[src/rtl/smr_pkg.sv]
package smr_pkg;
    localparam int MODE_W = 3;

    typedef enum logic [1:0] {
        ST_INIT  = 2'd0,
        ST_TRACK = 2'd1,
        ST_DRAIN = 2'd2,
        ST_APPLY = 2'd3
    } smr_state_e;

    typedef struct packed {
        logic [MODE_W-1:0] mode;
        logic              atk;
    } smr_set_t;

    localparam int SET_W = $bits(smr_set_t);
endpackage

[src/rtl/smr_set_filter.sv]
// Accepts a settings word only after it has been sampled unchanged on
// STABLE_FS consecutive strobes.
module smr_set_filter #(
    parameter int W         = 4,
    parameter int STABLE_FS = 2
) (
    input  logic         clk,
    input  logic         rst_n,
    input  logic         stb,
    input  logic [W-1:0] raw,
    output logic [W-1:0] stable
);
    localparam int CW = $clog2(STABLE_FS + 1);
    localparam logic [CW-1:0] LIM = CW'(STABLE_FS);
    localparam logic [CW-1:0] ONE = CW'(1);

    logic [W-1:0]  cand_q;
    logic [CW-1:0] cnt_q;
    logic [CW-1:0] cnt_nxt;

    always_comb begin
        if (raw != cand_q) begin
            cnt_nxt = ONE;
        end else if (cnt_q >= LIM) begin
            cnt_nxt = LIM;
        end else begin
            cnt_nxt = cnt_q + ONE;
        end
    end

    always_ff @(posedge clk or negedge rst_n) begin
        if (!rst_n) begin
            cand_q <= '0;
            cnt_q  <= '0;
            stable <= '0;
        end else if (stb) begin
            cand_q <= raw;
            cnt_q  <= cnt_nxt;
            if (cnt_nxt >= LIM) begin
                stable <= raw;
            end
        end
    end
endmodule

[src/rtl/smr_ramp_ctr.sv]
// Saturating up/down position counter; unity is 2^RAMP_BITS.
module smr_ramp_ctr #(
    parameter int RAMP_BITS = 10
) (
    input  logic               clk,
    input  logic               rst_n,
    input  logic               step,
    input  logic               up,
    input  logic               clr,
    output logic [RAMP_BITS:0] pos,
    output logic               at_zero
);
    localparam int PW = RAMP_BITS + 1;
    localparam logic [PW-1:0] FULL = PW'(1) << RAMP_BITS;
    localparam logic [PW-1:0] ONE  = PW'(1);

    logic [PW-1:0] pos_q;

    always_ff @(posedge clk or negedge rst_n) begin
        if (!rst_n) begin
            pos_q <= '0;
        end else if (clr) begin
            pos_q <= '0;
        end else if (step) begin
            if (up && pos_q < FULL) begin
                pos_q <= pos_q + ONE;
            end else if (!up && pos_q != '0) begin
                pos_q <= pos_q - ONE;
            end
        end
    end

    assign pos     = pos_q;
    assign at_zero = (pos_q == '0);
endmodule

[src/rtl/smr_seq_fsm.sv]
// Sequencer: init silence, mute tracking, forced drain, settings apply.
module smr_seq_fsm
    import smr_pkg::*;
#(
    parameter int INIT_FS = 4
) (
    input  logic clk,
    input  logic rst_n,
    input  logic stb,
    input  logic mute_n,
    input  logic pending,
    input  logic at_zero,
    output logic step_en,
    output logic dir_up,
    output logic clr_pos,
    output logic apply,
    output logic silent
);
    localparam int ICW = $clog2(INIT_FS + 1);
    localparam logic [ICW-1:0] ILAST = ICW'(INIT_FS - 1);

    smr_state_e    state_q;
    smr_state_e    state_nxt;
    logic [ICW-1:0] icnt_q;
    logic           init_done;

    assign init_done = stb && (icnt_q == ILAST);

    // State register and the init-phase strobe counter
    always_ff @(posedge clk or negedge rst_n) begin
        if (!rst_n) begin
            state_q <= ST_INIT;
            icnt_q  <= '0;
        end else begin
            state_q <= state_nxt;
            if (state_q != ST_INIT) begin
                icnt_q <= '0;
            end else if (stb) begin
                icnt_q <= icnt_q + ICW'(1);
            end
        end
    end

    // Next-state logic
    always_comb begin
        state_nxt = state_q;
        unique case (state_q)
            ST_INIT: begin
                if (init_done) state_nxt = ST_APPLY;          // T_INIT_DONE
            end
            ST_TRACK: begin
                if (pending) begin
                    if (at_zero) state_nxt = ST_APPLY;        // T_DIRECT_APPLY
                    else         state_nxt = ST_DRAIN;        // T_DRAIN_START
                end
            end
            ST_DRAIN: begin
                if (at_zero) state_nxt = ST_APPLY;            // T_DRAIN_DONE
            end
            ST_APPLY: begin
                state_nxt = ST_TRACK;                         // T_RESUME
            end
        endcase
    end

    // Output logic
    always_comb begin
        step_en = 1'b0;
        dir_up  = 1'b0;
        clr_pos = 1'b0;
        apply   = 1'b0;
        silent  = 1'b0;
        unique case (state_q)
            ST_INIT: begin
                clr_pos = 1'b1;
                silent  = 1'b1;
            end
            ST_TRACK: begin
                step_en = stb && !pending;
                dir_up  = mute_n;
            end
            ST_DRAIN: begin
                step_en = stb;
                dir_up  = 1'b0;
            end
            ST_APPLY: begin
                apply = 1'b1;
            end
        endcase
    end
endmodule

[src/rtl/smr_soft_mute.sv]
module smr_soft_mute
    import smr_pkg::*;
#(
    parameter int RAMP_BITS = 10,
    parameter int INIT_FS   = 4,
    parameter int STABLE_FS = 2
) (
    input  logic                 clk,
    input  logic                 rst_n,
    input  logic                 fs_stb_i,
    input  logic                 mute_n_i,
    input  logic [MODE_W-1:0]    mode_i,
    input  logic                 atk_sel_i,
    output logic [RAMP_BITS:0]   coef_o,
    output logic                 apply_o,
    output logic [MODE_W-1:0]    mode_o,
    output logic                 atk_sel_o
);
    smr_set_t       raw_set;
    smr_set_t       stable_set;
    smr_set_t       applied_q;
    logic           pending;
    logic           step_en;
    logic           dir_up;
    logic           clr_pos;
    logic           apply;
    logic           silent;
    logic           at_zero;
    logic [RAMP_BITS:0] pos;

    assign raw_set.mode = mode_i;
    assign raw_set.atk  = atk_sel_i;

    smr_set_filter #(
        .W         (SET_W),
        .STABLE_FS (STABLE_FS)
    ) u_filt (
        .clk    (clk),
        .rst_n  (rst_n),
        .stb    (fs_stb_i),
        .raw    (raw_set),
        .stable (stable_set)
    );

    assign pending = (stable_set != applied_q);

    smr_seq_fsm #(
        .INIT_FS (INIT_FS)
    ) u_fsm (
        .clk     (clk),
        .rst_n   (rst_n),
        .stb     (fs_stb_i),
        .mute_n  (mute_n_i),
        .pending (pending),
        .at_zero (at_zero),
        .step_en (step_en),
        .dir_up  (dir_up),
        .clr_pos (clr_pos),
        .apply   (apply),
        .silent  (silent)
    );

    smr_ramp_ctr #(
        .RAMP_BITS (RAMP_BITS)
    ) u_ramp (
        .clk     (clk),
        .rst_n   (rst_n),
        .step    (step_en),
        .up      (dir_up),
        .clr     (clr_pos),
        .pos     (pos),
        .at_zero (at_zero)
    );

    always_ff @(posedge clk or negedge rst_n) begin
        if (!rst_n) begin
            applied_q <= '0;
        end else if (apply) begin
            applied_q <= stable_set;
        end
    end

    assign coef_o    = silent ? '0 : pos;
    assign apply_o   = apply;
    assign mode_o    = applied_q.mode;
    assign atk_sel_o = applied_q.atk;
endmodule

[config.mk]
export PLATFORM = sky130hd
export DESIGN_NAME = smr_soft_mute
export DESIGN_NICKNAME = d
export VERILOG_FILES = /design/src/rtl/smr_pkg.sv /design/src/rtl/smr_set_filter.sv /design/src/rtl/smr_ramp_ctr.sv /design/src/rtl/smr_seq_fsm.sv /design/src/rtl/smr_soft_mute.sv
export SDC_FILE = /design/constraint.sdc
export NUM_CORES = 1
export LEC_CHECK = 0
export CORE_AREA = 4 4 72 74
export CTS_CLUSTER_DIAMETER = 60
export DETAILED_ROUTE_END_ITERATION = 10
export DIE_AREA = 0 0 76 78
export HOLD_SLACK_MARGIN = 0.08
export PLACE_DENSITY = 0.66
export SLEW_MARGIN = 10
export SYNTH_ARGS = -nofsm -noshare
export SYNTH_HDL_FRONTEND = slang
export SYNTH_SLANG_ARGS = --single-unit
[constraint.sdc]
create_clock -name clk -period 3.3 [get_ports clk]
set_input_delay 0.66 -clock clk [delete_from_list [all_inputs] [get_ports clk]]
set_output_delay 0.66 -clock clk [all_outputs]
set_load 0.02 [all_outputs]
Word-level counts from Yosys, hierarchy flattened
Cells that the tools add are included.
{"block": "totals", "reg_bits": 30, "out_inout_bits": 16}
{"block": "classes", "n_eq_ne": 9, "mux": 18, "addsub": 4, "n_reduce_logical": 16, "order_cmp": 3}
{"op": "$mux 11", "n": 5}
{"op": "$add 11x1->11 const B", "n": 1}
{"op": "$logic_not 11->1", "n": 1}
{"op": "$lt 11x11->1 const B", "n": 1}
{"op": "$reduce_bool 11->1", "n": 1}
{"op": "$sub 11x1->11 const B", "n": 1}
{"op": "$mux 2", "n": 5}
{"op": "$ne 4x4->1", "n": 2}
{"op": "$pmux 2 s4", "n": 1}
{"op": "$mux 3", "n": 2}
{"op": "$reduce_bool 2->1", "n": 3}
{"op": "$eq 2x2->1 const B", "n": 2}
{"op": "$ge 2x2->1 const B", "n": 2}
{"op": "$logic_and 1x1->1", "n": 4}
{"op": "$mux 1", "n": 4}
{"op": "$ne 2x1->1 const B", "n": 2}
{"op": "$reduce_and 2->1", "n": 2}
{"op": "$add 3x1->3 const B", "n": 1}
{"op": "$eq 3x2->1 const B", "n": 1}
{"op": "$reduce_and 3->1", "n": 1}
{"op": "$reduce_bool 3->1", "n": 1}
{"op": "$add 2x1->2 const B", "n": 1}
{"op": "$eq 2x1->1 const B", "n": 1}
{"op": "$logic_not 1->1", "n": 2}
{"op": "3 further kinds", "n": 3}

Depth between registers and ports, before layout
{"block": "depth", "depth_word": 8, "depth_mapped": 10, "mapped_depth_nobuf": 10}

Hierarchy
Synthesis repeated with hierarchy kept, for this count alone.
{"block": "unflattened", "cells_unflattened": 200, "hier_area_um2": 2084.5}
{"module": "smr_ramp_ctr", "instances": 1, "seq_area_each_um2": 275.3, "area_per_inst_um2": 985.9, "cells_each": 111}
{"module": "smr_set_filter", "instances": 1, "seq_area_each_um2": 250.2, "area_per_inst_um2": 457.9, "cells_each": 32}
{"module": "smr_seq_fsm", "instances": 1, "seq_area_each_um2": 125.1, "area_per_inst_um2": 380.4, "cells_each": 32}
{"module": "smr_soft_mute", "instances": 1, "seq_area_each_um2": 100.1, "area_per_inst_um2": 260.2, "cells_each": 25}

Worst setup path before layout
Ideal clock, no wire load.
{"block": "synth_timing", "path_kind": "input port to flip-flop", "start": "in mute_n_i", "end": "reg u_ramp.pos_q[10] (netlist: u_ramp.pos[10])", "path_stages": 8, "t_arrival_ns": 2.602, "path_slack_ns": 0.576, "n_path_buf": 0, "setup_ns": 0.122, "t_required_ns": 3.178, "path_cell_list": "and2_0 > nand2b_1 > fa_1 > a21o_1 > a21o_1 > a221oi_1 > mux2i_1 > o2bb2ai_1"}
{"block": "synth_via", "elab_chain_cells": 5}
{"element": "start: declaration", "line_no": "smr_soft_mute.sv:11", "source": "input logic mute_n_i,"}
{"element": "$mux 1 (*)", "line_no": "smr_seq_fsm.sv:73", "source": "unique case (state_q)"}
{"element": "$logic_and 1x1->1 / $logic_not 1->1 (equally long branches)", "line_no": "smr_ramp_ctr.sv:25, smr_ramp_ctr.sv:27"}
{"element": "$mux 11 / $logic_and 1x1->1 (equally long branches)", "line_no": "smr_ramp_ctr.sv:25, smr_ramp_ctr.sv:27"}
{"element": "$mux 11 / $reduce_bool 3->1 (equally long branches)"}
{"element": "$mux 11 / $reduce_and 2->1 (equally long branches)"}
{"element": "end signal: assignment", "line_no": "smr_ramp_ctr.sv:26", "source": "pos_q <= pos_q + ONE;"}
{"element": "end signal: assignment", "line_no": "smr_ramp_ctr.sv:28", "source": "pos_q <= pos_q - ONE;"}
{"element": "end: declaration", "line_no": "smr_ramp_ctr.sv:17", "source": "logic [PW-1:0] pos_q;"}
Mark *: on every way between the ends. The rest lies on a longest branch, timed or not. The select of a mux whose other input is x is not followed.
A chain may end at the register's enable or synchronous reset.

Worst setup path in the final report
{"block": "layout_timing", "start": "reg u_fsm.state_q[1]", "end": "out coef_o[10]"}
{"block": "layout_via", "elab_chain_cells": 3}
{"element": "start: declaration", "line_no": "smr_seq_fsm.sv:22", "source": "smr_state_e state_q;"}
{"element": "start signal: assignment", "line_no": "smr_seq_fsm.sv:35", "source": "state_q <= state_nxt;"}
{"element": "$logic_not 2->1", "line_no": "smr_seq_fsm.sv:73"}
{"element": "$mux 1", "line_no": "smr_seq_fsm.sv:73"}
{"element": "$mux 11", "line_no": "smr_soft_mute.sv:83", "source": "assign coef_o = silent ? '0 : pos;"}
{"element": "end: declaration", "line_no": "smr_soft_mute.sv:14", "source": "output logic [RAMP_BITS:0] coef_o,"}
No other way between the ends.

==> impl_metrics.ini <==
[run_status]
outcome = finished clean

[route]
vias_per_cell = 5.64
wl_mm = 4.71
num_vias = 1607
dr.pass1.iters = 4
drc = 0
drt_iter0_drc = 113
ant_nets = 0
route.detailed.wl_per_inst_um = 16.5

[clock_network]
numClockSinks = 30
cts_setup_buffers = 0
holdBufCountCts = 0
cts_tree = yes
cts_resized = 0
clock_latency_ns = 0.29
clock_path_buffers = 2
cts-root-buf = clkbuf_8
htree_levels = 2
path_clk_slew_ns = 0.07
cts_buffers = 5

[floorplanning]
initial_core_util_pct = 43.8
num_rows = 25
core-area_mm2 = 0.00460
die_height_um = 78
io_pins = 24
chipWidth_um = 76
design.die.area_mm2 = 0.00593

[critical_path]
cp-start-kind = flop
reg2regPathDepth = 11
r2r_start = u_fsm.state_q[1]$_DFFE_PN0P_
cp_max_fo = 21
slowest_stage = ha_1
crit_type = reg -> out
cp_top_family = buffers and inverters
worstPathRequired_ns = 2.64
path_cells = inv_1, ha_1, nor2b_1, clkdlybuf4s50_1
worstPathArrival_ns = 2.25
max_stage_delay_ns = 0.67
critPathBufInv = 2
worst-r2r-setup-slack_ns = 0.44
r2r-end = u_ramp.pos[9]$_DFFE_PN0P_
cp-end-kind = primary output

[min_path]
hold_path_class = reg -> reg
hold_path_end = u_filt.cnt_q[0]$_DFFE_PN0P_
holdPathStages = 1
hp-start = u_filt.cnt_q[0]$_DFFE_PN0P_

[synthesis]
yosysSeqAreaShare_pct = 37.3
synthTopCellsByArea = dfrtp_1, ha_1, mux2_2
syn-num-nets = 227
ys_ff_latch = 30
synthCells = 201
synthesis.area_mm2 = 0.00201
synth_warnings = 0
synth_edf_count = 0
synth.avg_cell_area_um2 = 10.0
synth_flop_cell = dfrtp_1
post-synth-top-area-cell = dfrtp_1
yosysUniqueCellTypes = 51
netlist.area_leader.share_pct = 37.3
synth-async-reset-ratio_pct = 100

[grt]
antenna_found_initial = 0
grt_max_degree = 31
grt_pass1_vias = 1613
track_usage_pct = 16.7
grt_overflow = 0
grt_pass1_wl_mm = 8.10

[cells_and_area]
register_area_um2 = 751
nFillCells = 436
area_growth_pct = 19.9
final_common_cell = dfrtp_1
multiInputGateArea_mm2 = 0.00119
final_cell_mix = dfrtp_1, clkdlybuf4s50_1, a21oi_1, ha_1, o21ai_0
drive_gt1_share_pct = 12.6
antenna_cells = 0
stdcell_count = 285
final_util_pct = 52.5
nets = 256

[placed_design]
placedCellCount = 277
hpwlAfterDp_mm = 3.39
gp_congestion = 0.889
io_buffers = 23

[flow_run]
cap_violations = 0

[sta]
drv_slew = 0
tightest_slew_ns = 0.894
min_period_over_period_pct = 88.2
rsz0062_at_grt = no
hold_viol_final = 0
setup_viol = 0
skew_ns = 0.00282
max_freq_ghz = 0.343
fin_crit_ns = 2.91
slew_headroom_pct = 40.4
fin_tns_setup_ns = 0

[pwr]
cellLeakagePower_nw = 1.08
power_mw = 2.44
ir_drop_uv = 535
power_density_mw_per_mm2 = 1010
## worst reg2reg max path, stage by stage, from the launching register on
cell and delay [ns]:
dfrtp_1 0.42, inv_1 0.12, ha_1 0.21, and2_0 0.19, nand2b_1 0.17, buf_4 0.22, ha_1 0.23, a21oi_1 0.27
a21boi_0 0.21, a2111oi_0 0.47, nor3_1 0.11, o21ai_0 0.16
## synthesized netlist by cell type (all sizes together), types with 4 or more instances
cell type,number
a21oi,17
clkbuf,4
dfrtp,30
ha,17
inv,12
mux2,11
mux2i,4
nand2,6
nand3,9
nor2b,13
nor3,4
o21ai,15
xnor2,6
xor2,5
## routing by layer
metal	vias up	track usage (%)	routed length, um	part of all wire [%]
met5	-	0	0	0
met4	0	4.27	45	0.96
met3	7	5.57	226	4.8
met2	34	24.4	2060	44
met1	767	23.7	2380	51
li1	799	-	-	-
## registers in the layout, indices dropped and copies added (netlist names)
| register | count |
|---|---|
| atk_sel_o | 1 |
| u_ramp.pos | 11 |
| u_fsm.icnt_q | 3 |
| mode_o | 3 |
| u_filt.cnt_q | 2 |
| u_fsm.state_q | 2 |
| u_filt.stable | 4 |
| u_filt.cand_q | 4 |
## through the flow
stage	hold WS (ns)	cell area, um^2	worst slack, ns
final	0.498	2410	0.388
after global routing	0.523	2410	0.167
after floorplan	0.364	2010	0.576
after CTS	0.502	2410	0.343
after detailed placement	0.486	2320	0.106
after global placement	0.481	2320	0.103
## worst max path at each step
| stage | startpoint | endpoint | slack, ns | cells past startpoint |
|---|---|---|---|---|
| after floorplan | mute_n_i | u_ramp.pos[10]$_DFFE_PN0P_ | 0.58 | 8 |
| after global placement | mute_n_i | u_ramp.pos[9]$_DFFE_PN0P_ | 0.10 | 10 |
| after detailed placement | mute_n_i | u_ramp.pos[9]$_DFFE_PN0P_ | 0.11 | 10 |
| after CTS | u_fsm.state_q[0]$_DFFE_PN0P_ | coef_o[10] | 0.34 | 4 |
| after global routing | u_fsm.state_q[1]$_DFFE_PN0P_ | coef_o[10] | 0.17 | 4 |
| final | u_fsm.state_q[1]$_DFFE_PN0P_ | coef_o[10] | 0.39 | 4 |
## layout make-up
cell class	instances	share of cell area, %
well taps	54	2.80
clock buffers	6	3.42
multi-input cells	153	49.2
repair buffers	28	11.1
inverters	12	1.87
clock inverters	2	0.518
flip-flops and latches	30	31.1
## power breakdown
part           total (mW)  internal, mW  switching (mW)  leakage [nW]
combinational        1.51         0.687           0.818         0.653
clock               0.318         0.167           0.150        0.0472
sequential          0.615         0.483           0.132         0.378
## cells by family after synthesis
kind of cell,Yosys count,synth area share [%]
buf+inv,18,3.73
mux,15,8.14
fa+ha+maj,18,11.6
xor+xnor,11,4.79
compound gates,58,20.1
flops,30,37.3
simple gates,51,14.4
Note: power is estimated with default switching activity, not from simulation.
